===== config.mk =====
export PLATFORM = sky130hd
export DESIGN_NAME = irq_coalesce_ctrl
export DESIGN_NICKNAME = d
export VERILOG_FILES = /design/src/rtl/irq_coal_pkg.sv /design/src/rtl/irq_tick_gen.sv /design/src/rtl/irq_period_timer.sv /design/src/rtl/irq_coal_fsm.sv /design/src/rtl/irq_coalesce_ctrl.sv
export SDC_FILE = /design/constraint.sdc
export NUM_CORES = 1
export LEC_CHECK = 0
export BUFFER_PORTS_ARGS = -buffer_cell sky130_fd_sc_hd__clkbuf_2
export CORE_UTILIZATION = 42
export DETAILED_ROUTE_END_ITERATION = 10
export PLACE_DENSITY = 0.74
export RECOVER_POWER = 50
export SLEW_MARGIN = 10
export SYNTH_ARGS = -nofsm -noshare
export SYNTH_HDL_FRONTEND = slang
export SYNTH_HIERARCHICAL = 1
export SYNTH_SLANG_ARGS = --single-unit

===== constraint.sdc =====
create_clock -name clk -period 3.01 [get_ports clk]
set_input_delay 0.301 -clock clk [delete_from_list [all_inputs] [get_ports clk]]
set_output_delay 0.301 -clock clk [all_outputs]
set_load 0.03 [all_outputs]

===== src/rtl/irq_coal_pkg.sv =====
package irq_coal_pkg;

    localparam int CAUSE_W = 32;
    localparam int TIMER_W = 8;
    localparam int ADDR_W  = 3;

    localparam logic [TIMER_W-1:0] COAL_RESET = 8'h40;

    // main cause summary and timer positions
    localparam int MAIN_RX_SUM   = 31;
    localparam int MAIN_DMA_ERR  = 29;
    localparam int MAIN_PERIODIC = 28;
    localparam int MAIN_TX_SUM   = 27;

    // DMA cause positions
    localparam int DMA_ERR   = 31;
    localparam int DMA_HIPRI = 30;
    localparam int DMA_RX1   = 17;
    localparam int DMA_RX0   = 16;
    localparam int DMA_TX1   = 1;
    localparam int DMA_TX0   = 0;

    localparam logic [CAUSE_W-1:0] DMA_VALID =
        (CAUSE_W'(1) << DMA_ERR) | (CAUSE_W'(1) << DMA_HIPRI) |
        (CAUSE_W'(1) << DMA_RX1) | (CAUSE_W'(1) << DMA_RX0) |
        (CAUSE_W'(1) << DMA_TX1) | (CAUSE_W'(1) << DMA_TX0);

    typedef enum logic [ADDR_W-1:0] {
        SEL_CAUSE  = 3'd0,
        SEL_ENABLE = 3'd1,
        SEL_DMA    = 3'd2,
        SEL_COAL   = 3'd3,
        SEL_PERIOD = 3'd4
    } reg_sel_e;

    typedef enum logic [1:0] {
        CO_IDLE = 2'd0,
        CO_WAIT = 2'd1,
        CO_FIRE = 2'd2
    } coal_state_e;

endpackage


===== src/rtl/irq_tick_gen.sv =====
module irq_tick_gen #(
    parameter int DIV = 1600
) (
    input  logic clk,
    input  logic rst_n,
    output logic tick_o
);
    localparam int CNT_W = (DIV > 1) ? $clog2(DIV) : 1;
    localparam logic [CNT_W-1:0] LAST = CNT_W'(DIV - 1);

    typedef struct packed {
        logic [CNT_W-1:0] cnt;
        logic             tick;
    } tick_st_t;

    tick_st_t st_d, st_q;

    always_comb begin
        st_d      = st_q;
        st_d.tick = 1'b0;
        if (st_q.cnt == LAST) begin
            st_d.cnt  = '0;
            st_d.tick = 1'b1;
        end else begin
            st_d.cnt = st_q.cnt + CNT_W'(1);
        end
    end

    always_ff @(posedge clk or negedge rst_n) begin
        if (!rst_n) st_q <= '0;
        else        st_q <= st_d;
    end

    assign tick_o = st_q.tick;
endmodule


===== src/rtl/irq_period_timer.sv =====
module irq_period_timer
    import irq_coal_pkg::*;
(
    input  logic               clk,
    input  logic               rst_n,
    input  logic               tick_i,
    input  logic               restart_i,
    input  logic [TIMER_W-1:0] period_i,
    output logic               fire_o
);
    typedef struct packed {
        logic [TIMER_W-1:0] cnt;
        logic               fire;
    } per_st_t;

    per_st_t st_d, st_q;

    always_comb begin
        st_d      = st_q;
        st_d.fire = 1'b0;
        if (restart_i || (period_i == '0)) begin
            st_d.cnt = '0;
        end else if (tick_i) begin
            if (st_q.cnt + TIMER_W'(1) >= period_i) begin
                st_d.cnt  = '0;
                st_d.fire = 1'b1;
            end else begin
                st_d.cnt = st_q.cnt + TIMER_W'(1);
            end
        end
    end

    always_ff @(posedge clk or negedge rst_n) begin
        if (!rst_n) st_q <= '0;
        else        st_q <= st_d;
    end

    assign fire_o = st_q.fire;
endmodule


===== src/rtl/irq_coal_fsm.sv =====
module irq_coal_fsm
    import irq_coal_pkg::*;
(
    input  logic               clk,
    input  logic               rst_n,
    input  logic               tick_i,
    input  logic [TIMER_W-1:0] coal_i,
    input  logic               pending_i,
    input  logic               bypass_i,
    output logic               irq_o
);
    typedef struct packed {
        coal_state_e        state;
        logic [TIMER_W-1:0] cnt;
        logic               irq;
    } coal_st_t;

    coal_st_t st_d, st_q;

    always_comb begin
        st_d = st_q;
        unique case (st_q.state)
            CO_IDLE: begin
                if (pending_i) begin
                    if (bypass_i || (coal_i == '0)) begin
                        st_d.state = CO_FIRE;
                    end else begin
                        st_d.state = CO_WAIT;
                        st_d.cnt   = coal_i;
                    end
                end
            end
            CO_WAIT: begin
                if (!pending_i) begin
                    st_d.state = CO_IDLE;
                end else if (bypass_i) begin
                    st_d.state = CO_FIRE;
                end else if (tick_i) begin
                    if (st_q.cnt <= TIMER_W'(1)) st_d.state = CO_FIRE;
                    else                         st_d.cnt   = st_q.cnt - TIMER_W'(1);
                end
            end
            CO_FIRE: begin
                if (!pending_i) st_d.state = CO_IDLE;
            end
            default: st_d.state = CO_IDLE;
        endcase
        st_d.irq = (st_d.state == CO_FIRE);
    end

    always_ff @(posedge clk or negedge rst_n) begin
        if (!rst_n) begin
            st_q.state <= CO_IDLE;
            st_q.cnt   <= '0;
            st_q.irq   <= 1'b0;
        end else begin
            st_q <= st_d;
        end
    end

    assign irq_o = st_q.irq;
endmodule


===== src/rtl/irq_coalesce_ctrl.sv =====
module irq_coalesce_ctrl
    import irq_coal_pkg::*;
#(
    parameter int TICK_DIV = 1600
) (
    input  logic               clk,
    input  logic               rst_n,
    input  logic [CAUSE_W-1:0] hw_evt_i,
    input  logic [CAUSE_W-1:0] dma_evt_i,
    input  logic               reg_we_i,
    input  logic [ADDR_W-1:0]  reg_addr_i,
    input  logic [CAUSE_W-1:0] reg_wdata_i,
    output logic [CAUSE_W-1:0] reg_rdata_o,
    output logic               irq_o
);
    typedef struct packed {
        logic [CAUSE_W-1:0] cause;
        logic [CAUSE_W-1:0] enable;
        logic [CAUSE_W-1:0] dma;
        logic [TIMER_W-1:0] coal;
        logic [TIMER_W-1:0] period;
    } regs_t;

    regs_t regs_d, regs_q;

    logic               tick;
    logic               per_fire;
    logic               cause_wr, enable_wr, dma_wr, coal_wr, period_wr;
    logic [CAUSE_W-1:0] fold;
    logic [CAUSE_W-1:0] eff_cause;
    logic [CAUSE_W-1:0] cause_q;
    logic               pending;
    logic               bypass;
    logic               period_zero;

    assign cause_wr  = reg_we_i && (reg_sel_e'(reg_addr_i) == SEL_CAUSE);
    assign enable_wr = reg_we_i && (reg_sel_e'(reg_addr_i) == SEL_ENABLE);
    assign dma_wr    = reg_we_i && (reg_sel_e'(reg_addr_i) == SEL_DMA);
    assign coal_wr   = reg_we_i && (reg_sel_e'(reg_addr_i) == SEL_COAL);
    assign period_wr = reg_we_i && (reg_sel_e'(reg_addr_i) == SEL_PERIOD);

    // DMA summaries folded into the main cause view
    always_comb begin
        fold               = '0;
        fold[MAIN_DMA_ERR] = regs_q.dma[DMA_ERR];
        fold[MAIN_RX_SUM]  = regs_q.dma[DMA_HIPRI] | regs_q.dma[DMA_RX1] | regs_q.dma[DMA_RX0];
        fold[MAIN_TX_SUM]  = regs_q.dma[DMA_TX1] | regs_q.dma[DMA_TX0];
    end

    assign eff_cause   = regs_q.cause | fold;
    assign cause_q     = regs_q.cause;
    assign pending     = |(eff_cause & regs_q.enable);
    assign bypass      = regs_q.dma[DMA_HIPRI] & regs_q.enable[MAIN_RX_SUM];
    assign period_zero = (regs_q.period == '0);

    always_comb begin
        logic [CAUSE_W-1:0] clr_main, clr_dma, per_set;
        clr_main = cause_wr ? reg_wdata_i : '0;
        clr_dma  = dma_wr   ? reg_wdata_i : '0;
        per_set  = '0;
        per_set[MAIN_PERIODIC] = per_fire;

        regs_d       = regs_q;
        regs_d.cause = (regs_q.cause & ~clr_main) | hw_evt_i | per_set;
        regs_d.dma   = ((regs_q.dma & ~clr_dma) | dma_evt_i) & DMA_VALID;
        if (enable_wr) regs_d.enable = reg_wdata_i;
        if (coal_wr)   regs_d.coal   = reg_wdata_i[TIMER_W-1:0];
        if (period_wr) regs_d.period = reg_wdata_i[TIMER_W-1:0];
    end

    always_ff @(posedge clk or negedge rst_n) begin
        if (!rst_n) begin
            regs_q.cause  <= '0;
            regs_q.enable <= '0;
            regs_q.dma    <= '0;
            regs_q.coal   <= COAL_RESET;
            regs_q.period <= '0;
        end else begin
            regs_q <= regs_d;
        end
    end

    always_comb begin
        unique case (reg_sel_e'(reg_addr_i))
            SEL_CAUSE:  reg_rdata_o = eff_cause;
            SEL_ENABLE: reg_rdata_o = regs_q.enable;
            SEL_DMA:    reg_rdata_o = regs_q.dma;
            SEL_COAL:   reg_rdata_o = CAUSE_W'(regs_q.coal);
            SEL_PERIOD: reg_rdata_o = CAUSE_W'(regs_q.period);
            default:    reg_rdata_o = '0;
        endcase
    end

    irq_tick_gen #(.DIV(TICK_DIV)) i_tick (
        .clk    (clk),
        .rst_n  (rst_n),
        .tick_o (tick)
    );

    irq_period_timer i_period (
        .clk       (clk),
        .rst_n     (rst_n),
        .tick_i    (tick),
        .restart_i (period_wr),
        .period_i  (regs_q.period),
        .fire_o    (per_fire)
    );

    irq_coal_fsm i_coal (
        .clk       (clk),
        .rst_n     (rst_n),
        .tick_i    (tick),
        .coal_i    (regs_q.coal),
        .pending_i (pending),
        .bypass_i  (bypass),
        .irq_o     (irq_o)
    );
endmodule


==> impl_metrics.csv <==
group,metric,value,unit
sta,finalCritPeriodShare,93.93,%
global_route,grt_pass1_vias,5080,
logic_synthesis,synth-seq-area-share,46.85,%
sta,slew_headroom,15.00,%
sta,period_needed,2.827,ns
worst_setup_path,r2r_end,"i_coal/st_q[8]",
logic_synthesis,synth_seq_cells,118,
final_layout,n_antenna_cell,0,
floorplanning,die_w,124.5,um
cts,htree_levels,4,
job,drv_cap,0,
worst_setup_path,cp_num_cells,7,
logic_synthesis,synthMostInstantiatedCell,"dfrtp_1",
worst_setup_path,cp_data_required_time,3.30,ns
floorplanning,die_y,124.5,um
worst_setup_path,startpoint,"regs_q[32]",
worst_setup_path,r2r_cells,7,
floorplanning,start_util,43.22,%
sta,report.final.slew_viol_count,0,
floorplanning,die_area,15510,sq um
logic_synthesis,avgSynthCellArea,11.28,sq um
logic_synthesis,synth_top_area_cell,"dfrtp_1",
hold_path,hold_class,"primary input to flop",
power_and_ir_drop,power,5.266,mW
sta,worst_slew_pin_slew,1.275,ns
logic_synthesis,synth_edf_count,0,
logic_synthesis,syn-num-nets,673,
worst_setup_path,rr_startpoint,"regs_q[32]",
cts,clockRootBuffer,"clkbuf_16",
global_route,grt_usage,21.25,%
status,status,"complete, no violations",
worst_setup_path,crit_family,"simple AND/OR/NAND/NOR gates",
global_route,antenna_found_initial,0,
routing,wl,15900,um
sta,hold_viol,0,
final_layout,drive_gt1_share,30.25,%
worst_setup_path,crit_arrival,3.12,ns
worst_setup_path,cp-start-kind,"flop",
routing,viasPerCell,5.762,
place,hpwl,11390,um
power_and_ir_drop,p_leak,3.295,nW
cts,cts_tree,"done",
routing,ant_nets,0,
worst_setup_path,end_kind,"flop",
logic_synthesis,yosys.area_share.xor_xnor,1.528,%
logic_synthesis,synthAdderAreaFrac,2.381,%
logic_synthesis,synthCells,559,
hold_path,hold_path_depth,2,
worst_setup_path,critical_path.max_stage_delay,0.55,ns
worst_setup_path,cp_num_buf_inv,0,
worst_setup_path,reg2reg_slack,0.18,ns
final_layout,final_nets,782,
logic_synthesis,syn_area,6306,sq um
sta,fin_hold_ws,0.05940,ns
global_route,grt_max_degree,52,
cts,post_cts_resized,0,
final_layout,area_growth,19.84,%
logic_synthesis,synthMuxAreaShare,12.56,%
logic_synthesis,yosys_warnings,6,
cts,clk_pin_slew,0.05,ns
floorplanning,ios,135,
sta,fin_setup_tns,0,ns
global_route,overflow,0,
worst_setup_path,path_cells,"or4_4 -> a22oi_1 -> nand4_1 -> or3_1 -> and2_2 -> a221o_2 -> mux2_4",
place,port_buffers,108,
global_route,grt_pass1_wl,26030,um
worst_setup_path,crit_path_end,"i_coal/st_q[8]",
cts,cts_buffer_depth,2,
logic_synthesis,yosys.area.top_type_share,46.43,%
routing,drt_iter0_drc,312,
cts,cts_buffers,17,
worst_setup_path,path_class,"flop to flop",
routing,drc_errors,0,
logic_synthesis,ys_async_sr_fraction,100.0,%
power_and_ir_drop,powerDensity,696.8,nW/um^2
logic_synthesis,synth_top_family_by_area,"compound AO/OA/AOI/OAI gates",
logic_synthesis,synth_cell_types,80,
worst_setup_path,worst_path_max_delay_cell,"or4_4",
floorplanning,fp.coreArea,14590,sq um
sta,rsz0062_at_grt,"no",
routing,drtPass1Iterations,5,
place,place_congestion,0.9027,
routing,drt-wirelength-per-cell,18.39,um
logic_synthesis,netlist_top_cells_count,"117 x dfrtp_1, 57 x nand2_1, 37 x a21o_1, 33 x mux2_4, 30 x nor2_1",
logic_synthesis,yosys.area_share.simple,14.72,%
sta,fmax,353.7,MHz
worst_setup_path,cp_max_fo,8,
floorplanning,rows,44,
logic_synthesis,synth_compound_area_share,18.08,%
sta,finClkSkew,0.009190,ns
logic_synthesis,ys.flop_type,"dfrtp_1",
routing,vias,4984,
cts,clock_sinks,118,
cts,insertion_delay,0.42,ns
logic_synthesis,synth_area_leaders,"dfrtp_1 46%, mux2_4 7.9%, a21o_1 4.4%",
power_and_ir_drop,worst_ir_drop_vdd,0.0003864,V
sta,final-setup-viol-count,0,
## how the worst min path moves through the flow
stage | from | endpoint
3_5_place_dp | rst_n | regs_q[16]
3_3_place_gp | rst_n | regs_q[16]
2_1_floorplan | rst_n | cause_q[0]
5_1_grt | hw_evt_i[21] | cause_q[21]
6_report | hw_evt_i[19] | cause_q[19]
4_1_cts | hw_evt_i[19] | cause_q[19]
## cell families (layout without fill, tap and decap cells)
kind of cell,after synthesis,in the layout
AOI/OAI and AO/OA,144,144
xor gates and xnor gates,11,11
adders and majority gates,12,12
buffers and inverters,44,166
DFF,118,118
muxes,60,60
and+or+nand+nor,170,170
## metrics by stage
| step | util, % | instance area [sq um] | worst slack (ns) | std cells |
|---|---|---|---|---|
| 2_1_floorplan | - | 6306 | 0.4580 | 559 |
| 3_3_place_gp | 47.78 | 6970 | 0.2076 | 831 |
| 3_5_place_dp | 47.78 | 6970 | 0.2097 | 831 |
| 4_1_cts | 51.83 | 7561 | 0.1927 | 864 |
| 5_1_grt | 51.80 | 7557 | 0.08653 | 865 |
| 6_report | 51.80 | 7557 | 0.1828 | 865 |
## report_power, final
group | leakage [nW] | switching [mW] | internal, mW
Clock | 0.280 | 0.701 | 1.28
Sequential | 1.31 | 0.290 | 1.82
Combinational | 1.71 | 0.597 | 0.576
## sequential cells by signal, indices dropped and copies added, names as in the netlist
| register | cells |
|---|---|
| i_coal/st_q | 10 |
| i_tick/tick_o | 1 |
| i_coal/irq_o | 1 |
| cause_q | 32 |
| regs_q | 53 |
| i_period/fire_o | 1 |
| i_period/st_q | 8 |
| i_tick/st_q | 11 |
| fold | 1 |
## area by class of cell
cell class	instances	area [sq um]
clock buffer	24	481.7
tap	184	230.2
sequential	118	2954
inverter	15	56.30
timing repair buffer	119	629.4
clock inverter	8	98.84
fill	1271	7032
multi-input combinational	397	3107
## layer usage
layer,global-route usage [%],vias up,wire length [um]
li1,-,2281,-
met1,27.55,2521,7053
met2,32.82,161,7422
met3,7.088,21,1148
met4,8.009,0,279
met5,0,-,0
## placed cells by master (no fill, tap or decap), types with 17 or more instances in the layout
master,netlist,routed
dfrtp_1,117,117
a21o_1,37,37
mux2_4,33,33
mux2_1,18,18
a22o_1,23,23
nor2_1,30,30
a22oi_1,23,23
clkbuf_2,3,106
nand2_1,57,57
clkbuf_16,0,17
## worst register-to-register path, stage by stage, from the launching register on
cell	delay [ns]
dfrtp_1	0.39
or4_4	0.56
a22oi_1	0.23
nand4_1	0.12
or3_1	0.50
and2_2	0.27
a221o_2	0.39
mux2_4	0.25
## repair_timing
item,4_1_cts,5_1_grt
hold buffers,1,0
endpoints found under the hold margin,49,0
setup buffers,0,1
setup endpoints to repair,0,4
No activity file was read; power rests on OpenSTA's default activity.
